## src/rtl/cla_pkg.sv

```systemverilog
package cla_pkg;

  // Bits per slice; the second tier also spans this many slices.
  parameter int GRP_W = 4;

  // Bit-level propagate: an incoming carry passes through this bit.
  function automatic logic bit_prop(input logic a, input logic b);
    return a | b;
  endfunction

  // Bit-level generate: this bit emits a carry whatever enters it.
  function automatic logic bit_gen(input logic a, input logic b);
    return a & b;
  endfunction

  // Flat two-level carry leaving position idx of a slice:
  // OR over j<=idx of g[j] & p[j+1..idx], plus cin & p[0..idx].
  function automatic logic la_carry(input logic [GRP_W-1:0] p,
                                    input logic [GRP_W-1:0] g,
                                    input logic             cin,
                                    input int               idx);
    logic acc;
    logic prod;
    acc = 1'b0;
    for (int j = 0; j < GRP_W; j++) begin
      if (j <= idx) begin
        prod = g[j];
        for (int k = 0; k < GRP_W; k++) begin
          if (k > j && k <= idx) prod = prod & p[k];
        end
        acc = acc | prod;
      end
    end
    prod = cin;
    for (int k = 0; k < GRP_W; k++) begin
      if (k <= idx) prod = prod & p[k];
    end
    return acc | prod;
  endfunction

  // Slice generate: carry out of the slice with a zero carry-in.
  function automatic logic grp_gen(input logic [GRP_W-1:0] p,
                                   input logic [GRP_W-1:0] g);
    return la_carry(p, g, 1'b0, GRP_W-1);
  endfunction

  // Slice propagate: every bit of the slice passes a carry.
  function automatic logic grp_prop(input logic [GRP_W-1:0] p);
    return &p;
  endfunction

  // Sum bit from raw operand bits and the carry into the bit.
  function automatic logic sum_bit(input logic a, input logic b, input logic c);
    return a ^ b ^ c;
  endfunction

endpackage

```

## src/rtl/cla_bit_pg.sv

```systemverilog
module cla_bit_pg #(
  parameter int WIDTH = 16
) (
  input  logic [WIDTH-1:0] a,
  input  logic [WIDTH-1:0] b,
  output logic [WIDTH-1:0] p,
  output logic [WIDTH-1:0] g
);
  import cla_pkg::*;

  for (genvar i = 0; i < WIDTH; i++) begin : g_bit
    assign p[i] = bit_prop(a[i], b[i]);
    assign g[i] = bit_gen(a[i], b[i]);
  end

endmodule

```

## src/rtl/cla_lookahead.sv

```systemverilog
// One four-input look-ahead unit. The first tier uses it on bit pairs and
// the second tier on slice pairs, with identical equations.
module cla_lookahead
  import cla_pkg::*;
#(
  parameter int W = GRP_W
) (
  input  logic [W-1:0] p,
  input  logic [W-1:0] g,
  input  logic         cin,
  output logic [W:1]   carry,
  output logic         grp_p,
  output logic         grp_g
);

  for (genvar i = 0; i < W; i++) begin : g_carry
    assign carry[i+1] = la_carry(p, g, cin, i);
  end

  // The slice pair does not depend on cin.
  assign grp_p = grp_prop(p);
  assign grp_g = grp_gen(p, g);

  always_comb begin
    if (grp_p && !grp_g) begin
      AST_GROUP_PASS: assert (carry[W] == cin)
        else $error("slice propagates without generating but carry-out differs from carry-in");
    end
    if (grp_g) begin
      AST_GROUP_GEN: assert (carry[W])
        else $error("slice generates but carry-out is low");
    end
  end

endmodule

```

## src/rtl/cla_sum.sv

```systemverilog
module cla_sum #(
  parameter int WIDTH = 16
) (
  input  logic [WIDTH-1:0] a,
  input  logic [WIDTH-1:0] b,
  input  logic [WIDTH-1:0] cbit,
  output logic [WIDTH-1:0] s
);
  import cla_pkg::*;

  for (genvar i = 0; i < WIDTH; i++) begin : g_sum
    assign s[i] = sum_bit(a[i], b[i], cbit[i]);
  end

endmodule

```

## src/rtl/cla16_adder.sv

```systemverilog
module cla16_adder
  import cla_pkg::*;
#(
  parameter int GW = GRP_W,
  localparam int NG = GW,
  localparam int WIDTH = GW * NG
) (
  input  logic [WIDTH-1:0] op_a,
  input  logic [WIDTH-1:0] op_b,
  input  logic             carry_in,
  output logic [WIDTH-1:0] sum,
  output logic             carry_out
);

  // Per-bit terms.
  logic [WIDTH-1:0] bit_p;
  logic [WIDTH-1:0] bit_g;

  // First-tier results, one entry per slice.
  logic [GW:1]      slice_carry [NG];
  logic [NG-1:0]    slice_p;
  logic [NG-1:0]    slice_g;
  logic [NG-1:0]    slice_cout;

  // Second-tier results: entering carries and the top-level pair.
  logic [NG:1]      seed_carry;
  logic [NG-1:0]    slice_seed;
  logic             top_p;
  logic             top_g;

  // Carry into every bit position.
  logic [WIDTH-1:0] bit_cin;

  cla_bit_pg #(.WIDTH(WIDTH)) u_pg (
    .a (op_a),
    .b (op_b),
    .p (bit_p),
    .g (bit_g)
  );

  for (genvar k = 0; k < NG; k++) begin : g_slice
    // The lowest slice takes the external carry straight in.
    if (k == 0) begin : g_low
      assign slice_seed[k] = carry_in;
    end else begin : g_up
      assign slice_seed[k] = seed_carry[k];
    end

    cla_lookahead #(.W(GW)) u_tier1 (
      .p     (bit_p[k*GW +: GW]),
      .g     (bit_g[k*GW +: GW]),
      .cin   (slice_seed[k]),
      .carry (slice_carry[k]),
      .grp_p (slice_p[k]),
      .grp_g (slice_g[k])
    );

    assign slice_cout[k]   = slice_carry[k][GW];
    assign bit_cin[k*GW]   = slice_seed[k];
    for (genvar i = 1; i < GW; i++) begin : g_inner
      assign bit_cin[k*GW + i] = slice_carry[k][i];
    end
  end

  cla_lookahead #(.W(NG)) u_tier2 (
    .p     (slice_p),
    .g     (slice_g),
    .cin   (carry_in),
    .carry (seed_carry),
    .grp_p (top_p),
    .grp_g (top_g)
  );

  cla_sum #(.WIDTH(WIDTH)) u_sum (
    .a    (op_a),
    .b    (op_b),
    .cbit (bit_cin),
    .s    (sum)
  );

  assign carry_out = seed_carry[NG];

  always_comb begin
    AST_GEN_IMPLIES_PROP: assert ((bit_g & ~bit_p) == '0)
      else $error("a bit generates without propagating");
    for (int k = 1; k < NG; k++) begin
      AST_SEED_CHAIN: assert (slice_seed[k] == slice_cout[k-1])
        else $error("slice %0d entering carry differs from slice below", k);
    end
    AST_LOW_SEED: assert (bit_cin[0] == carry_in)
      else $error("bit 0 carry differs from carry_in");
    AST_C16_TOP_SLICE: assert (carry_out == slice_cout[NG-1])
      else $error("carry_out differs from top slice carry");
    if (top_g) begin
      AST_TOP_GEN: assert (carry_out)
        else $error("top generate set but carry_out low");
    end
    if (top_p && !top_g) begin
      AST_TOP_PASS: assert (carry_out == carry_in)
        else $error("full propagate but carry_out differs from carry_in");
    end
    AST_SUM_TOTAL: assert ({carry_out, sum} ==
                           ({1'b0, op_a} + {1'b0, op_b} + {{WIDTH{1'b0}}, carry_in}))
      else $error("total differs from arithmetic sum");
  end

endmodule

```

## config.mk

```make
export PLATFORM = sky130hd
export DESIGN_NAME = cla16_adder
export DESIGN_NICKNAME = d
export VERILOG_FILES = /design/src/rtl/cla_pkg.sv /design/src/rtl/cla_bit_pg.sv /design/src/rtl/cla_lookahead.sv /design/src/rtl/cla_sum.sv /design/src/rtl/cla16_adder.sv
export SDC_FILE = /design/constraint.sdc
export NUM_CORES = 1
export LEC_CHECK = 0
export ABC_AREA = 1
export BUFFER_PORTS_ARGS = -buffer_cell sky130_fd_sc_hd__buf_4
export CORE_MARGIN = 4
export CORE_UTILIZATION = 56
export DETAILED_ROUTE_END_ITERATION = 8
export PLACE_DENSITY = 0.94
export SLEW_MARGIN = 15
export SYNTH_ARGS = -nofsm -noshare
export SYNTH_HDL_FRONTEND = slang
export SYNTH_SLANG_ARGS = --single-unit
export TNS_END_PERCENT = 10
```

## constraint.sdc

```tcl
create_clock -name vclk -period 5.5
set_input_delay 1.1 -clock vclk [all_inputs]
set_output_delay 1.1 -clock vclk [all_outputs]
set_load 0.005 [all_outputs]
```

# Word level (Yosys, flattened, before mapping)
# Index checks and enable logic that the tools add are counted.
# totals
ff_bits,0
latch_bits,0
ramBits,0
mem_bits_ro,0
out_inout_bits,17
wordCells,160
memories,0
# classes
addsub,0
multipliers,0
n_div,0
order_cmp,0
n_eq_ne,0
shift,0
mux,0
bitwise_logic,156
reduce_logical,4
# op_table
op,n
$and 1x1->1,62
$or 1x1->1,62
$xor 1x1->1,32
$reduce_and 4->1,4

# Depth between registers and ports, before layout
# logic_depth
ltp_word,17
depth_mapped,13
mapped_depth_nobuf,13

# Cells and area by module
# A second synthesis with hierarchy kept.
# unflattened
hier_cells,344
hier_area_um2,1355.0
# by_module_without_submodules
module,n_inst,cells_per_inst,area_per_inst_um2,seq_area_each_um2
cla_sum,1,144,560.5,0.0
cla_lookahead,5,24,98.8,0.0
cla_bit_pg,1,80,300.3,0.0

# Worst setup path after synthesis
# Ideal clock, no wire load.
# synth_timing
path_type,input to output
from,in op_a[5]
to,out sum[13]
arrival_time_ps,2378
slack_ps,2022
cell_stages,10
n_path_buf,0
path_cell_list,inv_1 > ha_1 > inv_2 > nand4_1 > nor2_2 > nor2_1 > nand3_2 > nand2_1 > fa_1 > xnor2_1
# synth_via
elab_chain_cells,14
elab_cells_between_ends,22
classes_between,bitwise: 21; reduce/logical: 1
# synth_rtl
item,line,rtl
start: declaration,cla16_adder.sv:8,"input logic [WIDTH-1:0] op_a,"
$or 1x1->1,cla_pkg.sv:8,return a | b;
$and 1x1->1 (2 in series),cla_pkg.sv:29,if (k > j && k <= idx) prod = prod & p[k];
$and 1x1->1,-,
$or 1x1->1,-,
$or 1x1->1,cla_pkg.sv:31,acc = acc | prod;
$or 1x1->1,-,
$and 1x1->1,cla_pkg.sv:29,
$or 1x1->1 (2 in series),cla_pkg.sv:31,
$or 1x1->1 (*),cla_pkg.sv:38,return acc | prod;
$and 1x1->1 (*),cla_pkg.sv:36,if (k <= idx) prod = prod & p[k];
$or 1x1->1 (*),cla_pkg.sv:38,
$xor 1x1->1 (*),cla_pkg.sv:54,return a ^ b ^ c;
end: declaration,cla16_adder.sv:11,"output logic [WIDTH-1:0] sum,"
# Mark *: on every way between the ends. The rest lies on a longest branch, timed or not.

# Worst setup path in the final report
# layout_timing
from,in op_a[7]
to,out sum[12]
# layout_via
elab_chain_cells,10
elab_cells_between_ends,18
classes_between,bitwise: 17; reduce/logical: 1
# layout_rtl
item,line
$or 1x1->1,cla_pkg.sv:8
$and 1x1->1,-
$or 1x1->1,-
$or 1x1->1,cla_pkg.sv:31
$or 1x1->1,-
$and 1x1->1,cla_pkg.sv:29
$or 1x1->1 (2 in series),cla_pkg.sv:31
$or 1x1->1 (*),cla_pkg.sv:38
$xor 1x1->1 (*),cla_pkg.sv:54
# Marked as above.

==> summary.txt <==
================================================================================
Outcome ...........................................................    completed
Critical path class ...............................................    in -> out
Final setup violating endpoints ...................................            0
Setup TNS after final layout ......................................         0 ns
Total wire length .................................................      2303 µm
Fillcell total ....................................................          163
Internal Dissipation .............................................. 0.00008626 W
Number of setup buffers added after CTS ...........................            0
Number of pins with negative max-slew slack in the final report ...            0
Number of design rule violations left after detail routing ........            0
Maximum VDD drop ..................................................   0.07096 mV
Total power draw ..................................................  0.0001619 W
Maximum clock frequency ...........................................    261.2 MHz
Drt initial violations ............................................           14
Total leakage power ...............................................     1.058 nW
Startpoint of the most critical setup path ........................      op_a[7]
Capture point of the critical path ................................      sum[12]
Clock share of power ..............................................           0%
FFs & Latches .....................................................            0
Arrival @ worst endpoint ..........................................      2.73 ns
Number of antenna diodes ..........................................            0
Post-cts repair resize count ......................................            0
Fraction of final layout cells sized beyond drive strength 1 ......       35.74%
Sequential element share of the synthesized area ..................           0%
Fraction of power spent switching nets ............................       46.72%
Area growth, synth to finish ......................................       32.80%
Storage element area ..............................................        0 µm²
Average via count per standard cell ...............................        4.542
Worst-margin pin slew .............................................    0.2215 ns
Hold-fix buffers, CTS .............................................            0
Number of antenna-violating nets in the routed design .............            0
Effective utilization at floorplan ................................       61.09%
Total routing usage reported by global routing ....................       15.85%
Worst hold path depth .............................................            5
Fraction of post-synthesis cell area in the top cell type by area .       33.10%
Aggregate global routing overflow .................................            0
Via count of the first global-routing pass ........................        1,063
PD cells .......................................................... 97.72 mW/mm²
Routed via count ..................................................        1,190
Mapped Avg Cell Area ..............................................    6.743 µm²
Switching power summed over all nets .............................. 0.00007563 W
Most area-hungry cell type in the Yosys netlist ...................         ha_1
Setup repair after global routing missed its margin ...............           no
Post-synthesis cell area .......................................... 0.001247 mm²
Type of element capturing the critical path .......................  output port
Post-layout min period ............................................     3.828 ns
Total die area .................................................... 0.003046 mm²
Clock buffer cells ................................................            0
Die span in x .....................................................     55.20 µm
Initial antenna violation count ...................................            0
Worst Setup Start Kind ............................................ primary input
Boundary Pins .....................................................           50
Number of nets at the end of the flow .............................          307
Max Fanout on Critical Path .......................................            3
Std-Cell Core Area ................................................ 0.002042 mm²
Synthesized instance count ........................................          185
Post-Syn Nets .....................................................          255
Normalized max-slew margin ........................................       85.08%
Routability congestion estimate ...................................       0.8693
Top area cells in the synthesized netlist ......................... ha_1 33%, inv_1 17%, fa_1 6.4%, nand3_2 5.6%, nand2_1 5.4%
Hold/Removal Path Class ...........................................    in -> out
Portion of total power attributed to sequential cells .............           0%
Maximum number of pins on one net before global-route repair ......            5
Half-perimeter wire length after placement ........................      2238 µm
Wire length of the first global-routing pass ......................      3829 µm
Synth unique cells ................................................           26
Count of input and output buffers .................................           50
Hold Violations, Final ............................................            0
Count of standard-cell rows .......................................           16
Die outline height ................................................     55.20 µm
Avg WL per Cell ...................................................     8.790 µm
Crit share post-route .............................................       69.60%
Data required time at the worst endpoint ..........................      4.40 ns
Gate power share ..................................................       100.0%
Count of maximum capacitance violations ...........................            0
Number of warning messages in the yosys log .......................            0
Number of detailed-routing iterations run before antenna repair ...            2
================================================================================
-- worst min-delay path by stage --
stage | start | endpoint | slack [ns]
detailed placement | op_b[15] | carry_out | 2.60
floorplan | op_b[15] | carry_out | 2.41
global placement | op_b[15] | carry_out | 2.60
global route | op_b[15] | carry_out | 2.64
finish | op_b[15] | carry_out | 2.59
CTS | op_b[15] | carry_out | 2.60
-- cell usage after synthesis --
master	instances
xnor2_1	6
xor2_2	1
nor2_4	1
inv_2	8
nand4_1	4
nor3_1	1
a211oi_1	1
a21oi_1	4
fa_1	4
nand3_2	7
o21ai_0	1
nand3_1	10
nand3b_2	1
nor2_2	3
clkinv_1	1
nand2_1	18
nand4_2	1
clkinv_2	1
inv_1	57
nand2_4	2
a21o_1	1
xor2_1	1
nor2_1	9
nand2_2	8
or2_2	1
ha_1	33
-- per-stage QoR --
| stage | hold WS (ns) | util, % | setup slack (ns) | cells | cell area [µm²] |
|---|---|---|---|---|---|
| after detailed placement | 2.598 | 81.13 | 1.642 | 262 | 1657 |
| after global placement | 2.600 | 81.13 | 1.737 | 262 | 1657 |
| final | 2.592 | 81.13 | 1.672 | 262 | 1657 |
| after floorplan | 2.411 | - | 2.022 | 185 | 1247 |
| after global routing | 2.644 | 81.13 | 1.547 | 262 | 1657 |
| after CTS | 2.598 | 81.13 | 1.640 | 262 | 1657 |
-- logic make-up after synthesis --
group	share of synthesized area (%)
adders and majority gates	39.52
xor gates and xnor gates	6.219
buffers and inverters	20.26
AOI/OAI and AO/OA	3.210
and+or+nand+nor	30.79
-- power by group through the flow --
stage / clock (W) / sequential, W / combinational (W)
finish: 0 / 0 / 0.000162
global route: 0 / 0 / 0.000184
CTS: 0 / 0 / 0.000165
detailed placement: 0 / 0 / 0.000164
global placement: 0 / 0 / 0.000159
floorplan: 0 / 0 / 0.0000905
-- final cells by class --
class	count	area [µm²]	share of cell area, %
multi-input cells	118	994.7	60.05
repair buffers	50	375.4	22.66
inverters	67	252.7	15.26
well taps	27	33.78	2.039
-- cell usage in the layout (no fill, tap or decap) --
master,count
a211oi_1,1
inv_1,57
nand3_2,7
xor2_1,1
a21o_1,1
nand2_2,8
or2_2,1
clkinv_1,1
inv_2,8
nand4_2,1
a21oi_1,4
nand3b_2,1
buf_4,50
fa_1,4
nor3_1,1
nor2_1,9
nand2_4,2
o21ai_0,1
ha_1,33
nor2_4,1
xnor2_1,6
nand3_1,10
nand4_1,4
nand2_1,18
nor2_2,3
xor2_2,1
clkinv_2,1
-- layer usage --
| layer | up-vias | part of all wire, % | track usage, % |
|---|---|---|---|
| met3 | 0 | 5.0 | 0.5362 |
| met5 | - | 0 | 0 |
| met4 | 0 | 0 | 0 |
| met1 | 525 | 39 | 17.36 |
| li1 | 641 | - | - |
| met2 | 24 | 56 | 34.45 |
-- worst max-delay path, cell delays in order --
cell     delay (ns)
buf_4          0.08
inv_1          0.04
ha_1           0.19
inv_1          0.10
nand4_1        0.16
nor2_2         0.15
nor2_1         0.07
nand3_2        0.10
nand2_1        0.07
fa_1           0.50
inv_1          0.05
buf_4          0.12
No activity file was read; power rests on OpenSTA's default activity.
